File: src/rtl/coil_servo_pkg.sv
package coil_servo_pkg;

  typedef enum logic [1:0] {
    DRV_BRAKE = 2'd0,
    DRV_DEAD  = 2'd1,
    DRV_TOMIN = 2'd2,
    DRV_TOMAX = 2'd3
  } drv_state_e;

  // Four switch enables of the H-bridge
  typedef struct packed {
    logic hiA;
    logic loA;
    logic hiB;
    logic loB;
  } bridge_t;

  // Strobes from the edge decoder to the position counter
  typedef struct packed {
    logic up;
    logic down;
    logic illegal;
  } enc_step_t;

endpackage

File: src/rtl/servo_bridge_ctrl.sv
module servo_bridge_ctrl
  import coil_servo_pkg::*;
(
  input  logic    clk,
  input  logic    rstN,
  input  logic    reqToMin,
  input  logic    reqToMax,
  input  logic    limMin,
  input  logic    limMax,
  output bridge_t bridge
);

  drv_state_e state, stateNext;
  logic targetMax, targetMaxNext;
  logic wantMin, wantMax;

  // Conflicting requests cancel; an end stop vetoes its own direction
  assign wantMin = reqToMin & ~reqToMax & ~limMin;
  assign wantMax = reqToMax & ~reqToMin & ~limMax;

  always_comb begin
    stateNext     = state;
    targetMaxNext = wantMax ? 1'b1 : (wantMin ? 1'b0 : targetMax);
    unique case (state)
      DRV_BRAKE: if (wantMin | wantMax) stateNext = DRV_DEAD;
      DRV_DEAD: begin
        if (wantMin && !targetMax)     stateNext = DRV_TOMIN;
        else if (wantMax && targetMax) stateNext = DRV_TOMAX;
        else if (wantMin || wantMax)   stateNext = DRV_DEAD;
        else                           stateNext = DRV_BRAKE;
      end
      DRV_TOMIN: if (!wantMin) stateNext = DRV_DEAD;
      DRV_TOMAX: if (!wantMax) stateNext = DRV_DEAD;
      default:   stateNext = DRV_BRAKE;
    endcase
  end

  always_ff @(posedge clk or negedge rstN) begin
    if (!rstN) begin
      state     <= DRV_BRAKE;
      targetMax <= 1'b0;
    end else begin
      state     <= stateNext;
      targetMax <= targetMaxNext;
    end
  end

  // Limit inputs gate the drive pair combinationally for an immediate veto
  always_comb begin
    bridge = '0;
    unique case (state)
      DRV_BRAKE: begin
        bridge.loA = 1'b1;
        bridge.loB = 1'b1;
      end
      DRV_TOMIN: begin
        bridge.hiA = ~limMin;
        bridge.loB = ~limMin;
      end
      DRV_TOMAX: begin
        bridge.hiB = ~limMax;
        bridge.loA = ~limMax;
      end
      default: bridge = '0;
    endcase
  end

endmodule

File: src/rtl/servo_enc_edge.sv
module servo_enc_edge
  import coil_servo_pkg::*;
#(
  parameter int SYNC_STAGES = 2
) (
  input  logic      clk,
  input  logic      rstN,
  input  logic      encA,
  input  logic      encB,
  output enc_step_t step
);

  localparam int NUM_PH = 2;

  logic [NUM_PH-1:0] rawPh;
  logic [NUM_PH-1:0] curPh;
  logic [NUM_PH-1:0] prevPh;
  logic [NUM_PH-1:0] chg;
  logic              phXor;

  assign rawPh = {encA, encB};

  for (genvar g = 0; g < NUM_PH; g++) begin : g_sync
    logic [SYNC_STAGES-1:0] chain;
    always_ff @(posedge clk or negedge rstN) begin
      if (!rstN) chain <= '0;
      else       chain <= {chain[SYNC_STAGES-2:0], rawPh[g]};
    end
    assign curPh[g] = chain[SYNC_STAGES-1];
  end

  always_ff @(posedge clk or negedge rstN) begin
    if (!rstN) prevPh <= '0;
    else       prevPh <= curPh;
  end

  // Index 1 is phase A, index 0 is phase B
  assign chg   = curPh ^ prevPh;
  assign phXor = curPh[1] ^ curPh[0];

  always_comb begin
    step         = '0;
    step.illegal = chg[1] & chg[0];
    if (chg[1] ^ chg[0]) begin
      step.up   = chg[1] ? phXor  : ~phXor;
      step.down = chg[1] ? ~phXor : phXor;
    end
  end

endmodule

File: src/rtl/servo_pos_count.sv
module servo_pos_count
  import coil_servo_pkg::*;
#(
  parameter int POS_W = 16
) (
  input  logic                    clk,
  input  logic                    rstN,
  input  enc_step_t               step,
  output logic signed [POS_W-1:0] posCount,
  output logic                    pulse,
  output logic                    errFlag
);

  localparam logic signed [POS_W-1:0] ONE = POS_W'(1);

  always_ff @(posedge clk or negedge rstN) begin
    if (!rstN) begin
      posCount <= '0;
      pulse    <= 1'b0;
      errFlag  <= 1'b0;
    end else begin
      pulse <= step.up | step.down;
      if (step.illegal) errFlag <= 1'b1;
      if (step.up)        posCount <= posCount + ONE;
      else if (step.down) posCount <= posCount - ONE;
    end
  end

endmodule

File: src/rtl/coil_servo_drive.sv
module coil_servo_drive
  import coil_servo_pkg::*;
#(
  parameter int POS_W       = 16,
  parameter int SYNC_STAGES = 2
) (
  input  logic                    clk,
  input  logic                    rstN,
  input  logic                    reqToMin,
  input  logic                    reqToMax,
  input  logic                    limMin,
  input  logic                    limMax,
  input  logic                    encA,
  input  logic                    encB,
  output logic                    hiSideA,
  output logic                    loSideA,
  output logic                    hiSideB,
  output logic                    loSideB,
  output logic                    atMin,
  output logic                    atMax,
  output logic                    motionPulse,
  output logic                    stepError,
  output logic signed [POS_W-1:0] position
);

  bridge_t   bridge;
  enc_step_t step;

  servo_bridge_ctrl ctrl_i (
    .clk(clk), .rstN(rstN),
    .reqToMin(reqToMin), .reqToMax(reqToMax),
    .limMin(limMin), .limMax(limMax),
    .bridge(bridge)
  );

  servo_enc_edge #(.SYNC_STAGES(SYNC_STAGES)) edge_i (
    .clk(clk), .rstN(rstN), .encA(encA), .encB(encB), .step(step)
  );

  servo_pos_count #(.POS_W(POS_W)) count_i (
    .clk(clk), .rstN(rstN), .step(step),
    .posCount(position), .pulse(motionPulse), .errFlag(stepError)
  );

  assign hiSideA = bridge.hiA;
  assign loSideA = bridge.loA;
  assign hiSideB = bridge.hiB;
  assign loSideB = bridge.loB;
  assign atMin   = limMin;
  assign atMax   = limMax;

endmodule

File: config.mk
export PLATFORM = sky130hd
export DESIGN_NAME = coil_servo_drive
export DESIGN_NICKNAME = d
export VERILOG_FILES = /design/src/rtl/coil_servo_pkg.sv /design/src/rtl/servo_bridge_ctrl.sv /design/src/rtl/servo_enc_edge.sv /design/src/rtl/servo_pos_count.sv /design/src/rtl/coil_servo_drive.sv
export SDC_FILE = /design/constraint.sdc
export NUM_CORES = 1
export LEC_CHECK = 0
export ABC_AREA = 1
export BUFFER_PORTS_ARGS = -buffer_cell sky130_fd_sc_hd__buf_2
export CAP_MARGIN = 20
export CORE_MARGIN = 1.5
export CORE_UTILIZATION = 57
export CTS_CLUSTER_DIAMETER = 30
export CTS_CLUSTER_SIZE = 25
export DETAILED_ROUTE_END_ITERATION = 12
export PLACE_DENSITY = 0.78
export SYNTH_ARGS = -nofsm -noshare
export SYNTH_HDL_FRONTEND = slang
export SYNTH_SLANG_ARGS = --single-unit
File: constraint.sdc
create_clock -name clk -period 3 [get_ports clk]
set_input_delay 0.3 -clock clk [delete_from_list [all_inputs] [get_ports clk]]
set_output_delay 0.3 -clock clk [all_outputs]
set_load 0.005 [all_outputs]
# Yosys cells after proc, flatten, opt, wreduce, memory -nomap -nowiden
# Cells that the tools add are included.
dict set report totals {
  regBits 27
  inputBits 8
  output_inout_bits 24
  wordCells 57
}
dict set report classes {
  addsub 2
  n_eq_ne 6
  n_mux 18
  bitwise_logic 15
  reduce_logical 8
}
# cell n
set ops {}
lappend ops {{$mux W16} 2}
lappend ops {{$add A16 B2 Y16 const B} 1}
lappend ops {{$sub A16 B2 Y16 const B} 1}
lappend ops {{$mux W2} 6}
lappend ops {{$pmux W2 S4} 1}
lappend ops {{$mux W1} 7}
lappend ops {{$and A1 B1 Y1} 5}
lappend ops {{$not A1 Y1} 5}
lappend ops {{$eq A2 B2 Y1 const B} 2}
lappend ops {{$ne A2 B2 Y1 const B} 2}
lappend ops {{$pmux W1 S2} 2}
lappend ops {{$reduce_bool A2 Y1} 2}
lappend ops {{$reduce_and A3 Y1} 1}
lappend ops {{$eq A2 B1 Y1 const B} 1}
lappend ops {{$logic_and A1 B1 Y1} 2}
lappend ops {{$logic_not A2 Y1} 1}
lappend ops {{$ne A2 B1 Y1 const B} 1}
lappend ops {{$or A1 B1 Y1} 2}
lappend ops {{$xor A1 B1 Y1} 2}
lappend ops {{$xor A2 B2 Y2} 1}
lappend ops {{$logic_not A1 Y1} 1}
lappend ops {{$logic_or A1 B1 Y1} 1}

# Longest topological paths before layout
# Gate-level depths: netlist of run 1.
dict set report depth {
  depth_word 8
  depth_mapped 14
  mapped_depth_nobuf 13
}

# By module
# From an unflattened synthesis of run 1, not the netlist that was laid out.
dict set report hier_totals {
  hier_cells 326
  area_unflattened_um2 2139.6
}
# mod instances cells_per_inst area_per_inst_um2 seq_area_each_um2
set by_module_without_submodules {}
lappend by_module_without_submodules {servo_pos_count 1 238 1537.7 450.4}
lappend by_module_without_submodules {servo_bridge_ctrl 1 46 296.5 75.1}
lappend by_module_without_submodules {servo_enc_edge 1 40 290.3 150.1}
lappend by_module_without_submodules {coil_servo_drive 1 2 15.0 0.0}

# Least setup slack after synthesis of run 1
# OpenSTA, ideal clock, no wires.
dict set report synth_path {
  path_kind {register to register}
  start {reg edge_i.g_sync[0].chain[1]}
  end {reg count_i.posCount[7]}
  setup_ns 0.117
  t_arrival_ns 2.489
  required_time_ns 2.883
  setup_slack_ns 0.394
  path_stages_with_launch 12
  path_buffers 1
  period_less_slack_ns 2.606
  cell_sequence {dfrtp_1 -> xor2_1 -> ha_1 -> buf_6 -> nand3_1 -> ha_1 -> or2_4 -> nand3_2 -> nand2_2 -> or2_1 -> nand3_1 -> nand2_1}
}
dict set report synth_between {
  elab_chain_len 5
  word_cells_on_any_way 9
  classes_between {4 x mux; 4 x bitwise; 1 x reduce/logical}
}
# item line
set synth_lines {}
lappend synth_lines {{from (decl)} servo_enc_edge.sv:24} ;# logic [SYNC_STAGES-1:0] chain;
lappend synth_lines {{from (signal assigned)} servo_enc_edge.sv:27} ;# else chain <= {chain[SYNC_STAGES-2:0], rawPh[g]};
lappend synth_lines {{$xor A1 B1 Y1} servo_enc_edge.sv:39} ;# assign phXor = curPh[1] ^ curPh[0];
lappend synth_lines {{$not A1 Y1} {servo_enc_edge.sv:45, servo_enc_edge.sv:46}}
lappend synth_lines {{$mux W1 (on tied branches)} {servo_enc_edge.sv:45, servo_enc_edge.sv:46}}
lappend synth_lines {{$mux W2 (*)} servo_enc_edge.sv:44} ;# if (chg[1] ^ chg[0]) begin
lappend synth_lines {{$mux W16 / $reduce_bool A2 Y1 (equally long branches)} --}
lappend synth_lines {{to (signal assigned)} servo_pos_count.sv:24} ;# if (step.up) posCount <= posCount + ONE;
lappend synth_lines {{to (signal assigned)} servo_pos_count.sv:25} ;# else if (step.down) posCount <= posCount - ONE;
lappend synth_lines {{to (decl)} servo_pos_count.sv:9} ;# output logic signed [POS_W-1:0] posCount,
# Every way passes the cells marked *; elsewhere a longest branch is shown, timed or not.
# A chain may end at the register's enable or synchronous reset.

# Final worst setup path of run 1
dict set report layout_path {
  start {reg edge_i.g_sync[1].chain[1]}
  end {reg count_i.posCount[12]}
}
dict set report layout_between {
  elab_chain_len 5
  word_cells_on_any_way 9
  classes_between {4 x mux; 4 x bitwise; 1 x reduce/logical}
}
# item line
set layout_lines {}
lappend layout_lines {{from (decl)} servo_enc_edge.sv:24}
lappend layout_lines {{from (signal assigned)} servo_enc_edge.sv:27}
lappend layout_lines {{$xor A1 B1 Y1} servo_enc_edge.sv:39}
lappend layout_lines {{$not A1 Y1} {servo_enc_edge.sv:45, servo_enc_edge.sv:46}}
lappend layout_lines {{$mux W1 (on tied branches)} {servo_enc_edge.sv:45, servo_enc_edge.sv:46}}
lappend layout_lines {{$mux W2 (*)} servo_enc_edge.sv:44}
lappend layout_lines {{$mux W16 / $reduce_bool A2 Y1 (equally long branches)} --}
# Marks and branches as above.

==> metrics list, run 1 <==
* Setup-failing EPs final: 0
- In the synthesized netlist, the number of instances is 301.
* Global placer's final weighted congestion: 0.899
* Synth area leader: sky130_fd_sc_hd__dfrtp_1
- Core Rows: 21
- Worst-case setup margin in the final layout: 534 ps
- Post-CTS timing repair inserted 0 buffers for setup.
- After clock tree synthesis, the clock-pin slew on the worst setup and hold paths is 100 ps.
- The max-slew violation count was 0.
- Worst slew margin relative to its limit: 60.1%
* Post-placement worst setup slack: 546 ps
- Top cells by instance count after synthesis: sky130_fd_sc_hd__nand2_1, sky130_fd_sc_hd__inv_1, sky130_fd_sc_hd__dfrtp_1
* Initial core utilization: 61.1%
- Ys async rst share: 100%
- Dividing the detail-routed via count by the number of cells gives 4.92.
* Final setup skew: 7.66 ps
- The worst setup path is captured at a flip-flop.
* Maximum number of pins on one net before global-route repair: 28
- Counting distinct cell types in the post-synthesis netlist gives 32.
- Data required time at the worst endpoint: 3190 ps
- In the post-synthesis netlist, the biggest area contributors are sky130_fd_sc_hd__dfrtp_1, sky130_fd_sc_hd__nand2_1, sky130_fd_sc_hd__ha_1, sky130_fd_sc_hd__inv_1, sky130_fd_sc_hd__nand3_1.
* Worst Setup Start Kind: flip-flop
- The worst-case IR drop observed on VDD is 0.555 mV.
- CTS saw 27 sinks.
- Worst-skew pair later-pin latency: 290 ps
- Synthesized area: 0.00210 mm²
- The first global-routing pass estimated 7480 µm of wire.
- Before antenna repair, the detailed router went through 4 iterations.
* CORE AREA: 0.00344 mm²
- In the global route stage, met2 resource usage came out at 40.4%.
- The net count of the finished layout is 362.
- Final routed DRC violation total: 0
- ANT nets after route: 0
- The final critical path takes up 82.2% of the cycle.
- Summed over all layers, the global routing overflow is 0.
- 0 antenna diodes ended up in the layout.
- Total Neg Setup Slack: 0 ps
- Along the worst path, the maximum fanout reaches 17.
- The count of final hold-check violations was 0.
- Global routing consumed, on the met1 layer, 29.4% of the routing resources.
- The die covers 0.00406 mm².
* Starting DRC count in detailed routing: 85
* Leak pwr: 1.37 nW
- Hold-fix buffers, CTS: 0
* Total of cells resized after clock tree synthesis: 0
* Total number of vias: 1859
- The via count of the first global-routing pass is 1766.
* Max-capacitance violation count: 0
- A synthesized cell averages 6.99 µm².
- After detailed routing, the total wire length is 4220 µm.
- After synthesis, the largest area contributor takes up 32.1% of total cell area.
- Fraction of met3 tracks used by global routing: 3.52%
* Initial antenna violation count: 0
- Layout cells sized above 1: 19.0%
* Setup repair after global routing missed its margin: false
- Dividing total power by cell area gives a power density of 1110 mW/mm².
- TritonCTS built the clock tree.
* Outcome: completed
* CTS buffer count: 3
* Number of enable flip-flop cells after synthesis: 0
- Maximum number of buffers from clock root to sink: 2
- Half-perimeter wire length after placement: 3310 µm
* Synthesis-to-finish area growth: 11.2%
- sky130_fd_sc_hd__nand2_1 is the most common cell in the netlist.
- Power comes to 2.61 mW.
* Slew @ Worst Pin: 598 ps
- Sequential elements use 32.1% of the synthesized area.
* Die width: 63.7 µm
- Number of I/O port buffers: 31
* Number of warnings issued by yosys: 0
- The synthesized design contains 27 register bits.
- Worst Path Arrival: 2660 ps
- Buffer type at the clock tree root: sky130_fd_sc_hd__clkbuf_8
* Min-delay worst type: in -> async
* Number of primary I/O pins: 32
- In this run the number of H-tree levels came out at 1.
- Routed wire per std cell: 11.2 µm
- Timing would allow up to 406 MHz.
- Post-Synthesis Net Count: 330
- From bottom edge to top edge, the die measures 63.7 µm.
- After global routing, the most crowded layer is met2.
- Minimum clock period: 2470 ps
- Global routing consumed, over all layers together, 23.4% of the routing resources.
* Most used flip-flop cell after synthesis: sky130_fd_sc_hd__dfrtp_1
- Classification of the worst setup path: reg -> reg
[flip-flops by register name, summed over array words and instances (netlist names)]
| name | count |
|---|---|
| count_i.errFlag | 1 |
| ctrl_i.state | 2 |
| edge_i.g_sync.chain | 4 |
| count_i.posCount | 16 |
| edge_i.prevPh | 2 |
| ctrl_i.targetMax | 1 |
| count_i.pulse | 1 |
[critical path, stage by stage (launching register included)]
cell	delay (ps)
sky130_fd_sc_hd__dfrtp_1	410
sky130_fd_sc_hd__xor2_1	170
sky130_fd_sc_hd__ha_1	300
sky130_fd_sc_hd__nand3_1	80
sky130_fd_sc_hd__buf_4	230
sky130_fd_sc_hd__inv_1	100
sky130_fd_sc_hd__fa_1	410
sky130_fd_sc_hd__inv_1	90
sky130_fd_sc_hd__nand3_1	70
sky130_fd_sc_hd__nand3_1	120
sky130_fd_sc_hd__nand3_1	120
sky130_fd_sc_hd__nand3_1	100
sky130_fd_sc_hd__nand2_1	60
sky130_fd_sc_hd__nand3_1	70
sky130_fd_sc_hd__nand2_1	50
[power breakdown]
part	total [mW]	internal, mW	switching (mW)
clock network	0.225	0.0979	0.127
registers	0.621	0.503	0.118
logic	1.76	0.694	1.07
[area by class of cell]
cell class,count,area [µm²]
sequential,27,676
tap,46,57.6
timing repair buffer,33,170
clock buffer,3,41.3
multi-input combinational,212,1170
inverter,56,210
clock inverter,1,8.76
fill,318,1100
[metal layers]
| layer | vias up | share of wire (%) | wire (µm) |
|---|---|---|---|
| met5 | - | 0 | 0 |
| met4 | 0 | 1.8 | 76 |
| met3 | 9 | 3.1 | 129 |
| met2 | 29 | 48 | 2030 |
| met1 | 834 | 47 | 1990 |
| li1 | 987 | - | - |
[stage by stage]
| stage | hold slack [ps] | cell area (µm²) | instances | utilization, % |
|---|---|---|---|---|
| floorplan | 4.41 | 2100 | 301 | - |
| global placement | 334 | 2290 | 374 | 66.5 |
| detailed placement | 336 | 2290 | 374 | 66.5 |
| CTS | 29.7 | 2340 | 378 | 67.9 |
| global route | 54.4 | 2340 | 378 | 67.9 |
| finish | 5.82 | 2340 | 378 | 67.9 |
[path summary, 6_finish.rpt]
path                                                     start                             endpoint  slack (ps)  cells after the start
setup / recovery           edge_i.g_sync[1].chain[1]$_DFF_PN0_     count_i.posCount[12]$_DFFE_PN0P_         530                     14
hold / removal                                            rstN      count_i.posCount[9]$_DFFE_PN0P_           6                      1
setup reg to reg           edge_i.g_sync[1].chain[1]$_DFF_PN0_     count_i.posCount[12]$_DFFE_PN0P_         530                     14
hold reg to reg            edge_i.g_sync[1].chain[0]$_DFF_PN0_  edge_i.g_sync[1].chain[1]$_DFF_PN0_         350                      0
max in group asynchronous                                 rstN     count_i.posCount[10]$_DFFE_PN0P_        2600                      1
min in group clk                                          encB  edge_i.g_sync[0].chain[0]$_DFF_PN0_         120                      1
[kinds of logic after synthesis]
logic type / share of synthesized area, %
xor gates and xnor gates: 2.08
AOI/OAI and AO/OA: 5.53
adders and majority gates: 12.8
buffers and inverters: 12.0
and+or+nand+nor: 35.4
DFF: 32.1
[layout by cell type (no fill, tap or decap), types with 4 or more instances in the layout]
cell                      instances
sky130_fd_sc_hd__a21oi_1         10
sky130_fd_sc_hd__buf_2           31
sky130_fd_sc_hd__dfrtp_1         27
sky130_fd_sc_hd__ha_1            20
sky130_fd_sc_hd__inv_1           47
sky130_fd_sc_hd__inv_2            9
sky130_fd_sc_hd__nand2_1        108
sky130_fd_sc_hd__nand2_2          6
sky130_fd_sc_hd__nand3_1         20
sky130_fd_sc_hd__nor2_1          12
sky130_fd_sc_hd__o21ai_0          4
sky130_fd_sc_hd__o21ai_1          4
Note: power is estimated with default switching activity, not from simulation.
==> inputs of run 2 (changes only) <==
- clock period: 3 -> 2.4 ns (I/O delays scaled with it)
==> run 2 against run 1 <==
  * Final area up 18%
  * Final cell count up 2.6%
  * Largest cell class unchanged
  * Routed wire length up 27%
  * Critical path type unchanged
  * Utilization grew 12 points
  * Sequential power rose by 34%
  * Total power increased by 57%
  * Combinational power rose by 69%
  * Die area unchanged
  * Sequential share of layout area is 4.4 points lower
  * Clock power is 28% higher
==> metrics list, run 2 (same netlist as run 1, synthesis figures left out) <==
* Last element of the critical path: count_i.posCount[7]$_DFFE_PN0P_
* Core Rows: 21
- Total Wirelength: 5360 µm
* Height of the die: 63.7 µm
* Switching pwr: 2.05 mW
- For this block, the initial DRC count from the detailed router was 129.
* Number of flip-flops under the largest register name: 16
* Commonest non-fill, non-tap cells in the layout: sky130_fd_sc_hd__nand2_1, sky130_fd_sc_hd__inv_1, sky130_fd_sc_hd__buf_2, sky130_fd_sc_hd__nand2_2, sky130_fd_sc_hd__dfrtp_1
- The clock passes through at most 2 buffers.
* VDD IR max: 0.755 mV
- Total number of vias: 2048
- Measured in cells, the most critical reg-to-reg path has a length of 12.
* Setup repair after global routing missed its margin: true
* Critical path's largest stage delay: 430 ps
- Of all nets on the critical path, the largest fanout is 8.
* Final setup skew: 5.93 ps
- STA classifies the critical path endpoint as a flip-flop.
* Initial antenna violation count: 0
* Maximum operating frequency: 419 MHz
- Clock network fraction of total power: 7.0%
- The placed instances occupy a cell area of 0.00231 mm².
- The completed layout was analyzed and its total power is 4.10 mW.
- ANT nets after route: 0
- Timing startpoint of the critical path: edge_i.g_sync[0].chain[1]$_DFF_PN0_
- Switching share of power: 50.0%
* Die Footprint: 0.00406 mm²
* Non-filler cells, final: 388
* Count of pins over their slew limit: 0
- Power per cell area: 1480 mW/mm²
- Worst Path Arrival: 2580 ps
- Combinational cells account for 72.7% of the total power.
- CTS tree: done
* Max-capacitance violation count: 0
* Antenna diode count: 0
- The via count of the first global-routing pass was 1752.
- After global routing the overflow that remains totals 0.
- R2r endpoint: count_i.posCount[7]$_DFFE_PN0P_
- H-tree depth: 1
- Global placer's final weighted congestion: 0.942
- Worst-skew pair later-pin latency: 290 ps
* Number of I/O port buffers: 31
- In the final routed layout, each cell accounts on average for 13.8 µm.
- Worst Setup Start Kind: flip-flop
- The final critical path takes up 99.5% of the cycle.
- The first detailed-routing pass ran for 4 iterations.
* Half-perimeter wire length after placement: 3250 µm
- Ranked by flip-flop count, first place goes to count_i.posCount.
- Layout cells sized above 1: 37.1%
- The worst pin sits at a relative slew slack of 58.1%.
- Counting the buffers created by CTS gives 3.
- The worst path in the final design needs a cycle of 2390 ps, including I/O delays and setup.
- The finished cells cover 0.00276 mm².
* Largest registers: count_i.posCount (16), edge_i.g_sync.chain (4)
- Die width: 63.7 µm
- Clock-pin slew reported for the worst setup and hold paths after clock tree synthesis: 110 ps
- Number of clock sinks: 27
- The net count of the finished layout is 372.
* Min-delay worst type: in -> reg
- For this design, the slowest cell found on the critical path is sky130_fd_sc_hd__dfrtp_1.
* Classification of the worst setup path: reg -> reg
- The core region is 0.00344 mm².
- Setup-failing EPs final: 0
* Synthesis-to-finish area growth: 31.4%
* Via count normalized by instance count: 5.28
* Slew @ Worst Pin: 629 ps
* Number of placed instances with taps included: 374
- Most common cell after layout, fill and taps aside: sky130_fd_sc_hd__nand2_1
* FILL cells: 237
- In this run the static leakage power is 1.47 nW.
- For the worst setup path, the data required time is 2590 ps.
- Initial core utilization: 61.1%
- The count of final hold-check violations was 0.
- The flow ran to the end, and the final reports show no timing, DRC or antenna violations.
- The worst register-to-register path begins at edge_i.g_sync[0].chain[1]$_DFF_PN0_.
- Maximum number of pins on one net before global-route repair: 28
- Sequential cells account for 20.3% of the total power.
- Across every metal layer, demand over resource in global routing totals 23.4%.
- Final routed DRC violation total: 0
- Slack of the worst reg-to-reg path: 10 ps
- Pin placement for this block handled 32 I/O pins.
- The tree is rooted in a sky130_fd_sc_hd__clkbuf_8.
- Worst hold path cell count: 1
- The internal portion of the total power is 2.05 mW.
- The first global-routing pass estimated 7600 µm of wire.
- CP Cell Sequence: xor2_1 > ha_1 > nand3_4 > clkbuf_16 > ha_4 > nand2_2 > inv_2 > a21oi_2 > nand2_4 > or2_1 > nand3_1 > nand2_1
## run 2: cell types whose count changed in the layout (fill, tap and decap cells not counted), moves of 4 or more
cell                      change
sky130_fd_sc_hd__nand3_1      -5
sky130_fd_sc_hd__a21oi_1      -4
sky130_fd_sc_hd__a21oi_2      +4
sky130_fd_sc_hd__inv_2        +4
sky130_fd_sc_hd__inv_1        -4
sky130_fd_sc_hd__ha_4        +12
sky130_fd_sc_hd__nand2_2     +21
sky130_fd_sc_hd__nand2_1     -24
sky130_fd_sc_hd__ha_1        -14
sky130_fd_sc_hd__buf_4        +6
## run 2: layer usage
layer | part of all wire, % | vias up | track usage (%)
li1 | - | 1005 | -
met1 | 44 | 984 | 31.9
met2 | 52 | 54 | 39.7
met3 | 3.8 | 5 | 2.11
met4 | 0.97 | 0 | 6.52
met5 | 0 | - | 0
## run 2: area by class of cell
class,count,area (µm²),share of cell area [%]
clock buffer,3,41.3,1.49
timing repair buffer,43,295,10.7
sequential,27,676,24.4
multi-input combinational,212,1480,53.4
clock inverter,1,8.76,0.317
inverter,56,210,7.61
tap,46,57.6,2.08
## run 2: power by group through the flow
stage / Clock (mW) / Combinational, mW / Sequential (mW)
5_1_grt: 0.316 / 3.30 / 0.861
2_1_floorplan: 0 / 1.66 / 0.778
3_5_place_dp: 0 / 2.19 / 0.787
6_report: 0.288 / 2.98 / 0.831
4_1_cts: 0.294 / 2.21 / 0.781
3_3_place_gp: 0 / 2.14 / 0.784
## run 2: worst min-delay path by stage
stage | endpoint | startpoint
floorplan | count_i.errFlag$_DFFE_PN0P_ | rstN
global placement | count_i.posCount[0]$_DFFE_PN0P_ | rstN
detailed placement | count_i.posCount[0]$_DFFE_PN0P_ | rstN
CTS | edge_i.g_sync[0].chain[0]$_DFF_PN0_ | encB
global route | edge_i.g_sync[1].chain[0]$_DFF_PN0_ | encA
finish | edge_i.g_sync[0].chain[0]$_DFF_PN0_ | encB
## run 2: stage by stage
step                      util [%]  worst slack (ps)  hold slack (ps)  setup TNS, ps
final                         80.3              12.0             52.2              0
after global routing          80.3              -123             30.5           -781
after CTS                     68.9              24.3             51.3              0
after detailed placement      67.0              10.3              285              0
after global placement        67.0              60.0              281              0
after floorplan                  -              5.78            -55.6              0
## run 2: what timing repair did
item | CTS | global route
gates cloned | 0 | 2
hold endpoints to repair | 27 | 0
resized for setup | 1 | 61
hold buffers | 1 | 0
buffers inserted | 0 | 7
pin swaps | 0 | 20
endpoints found under the setup margin | 1 | 12
## run 2: worst max-delay path, delay by kind of cell, from the launching register on
kind	cells	cell delay, ps
compound gates	1	160
xor+xnor	1	150
fa+ha+maj	2	610
buf+inv	2	260
flops	1	430
simple gates	6	680
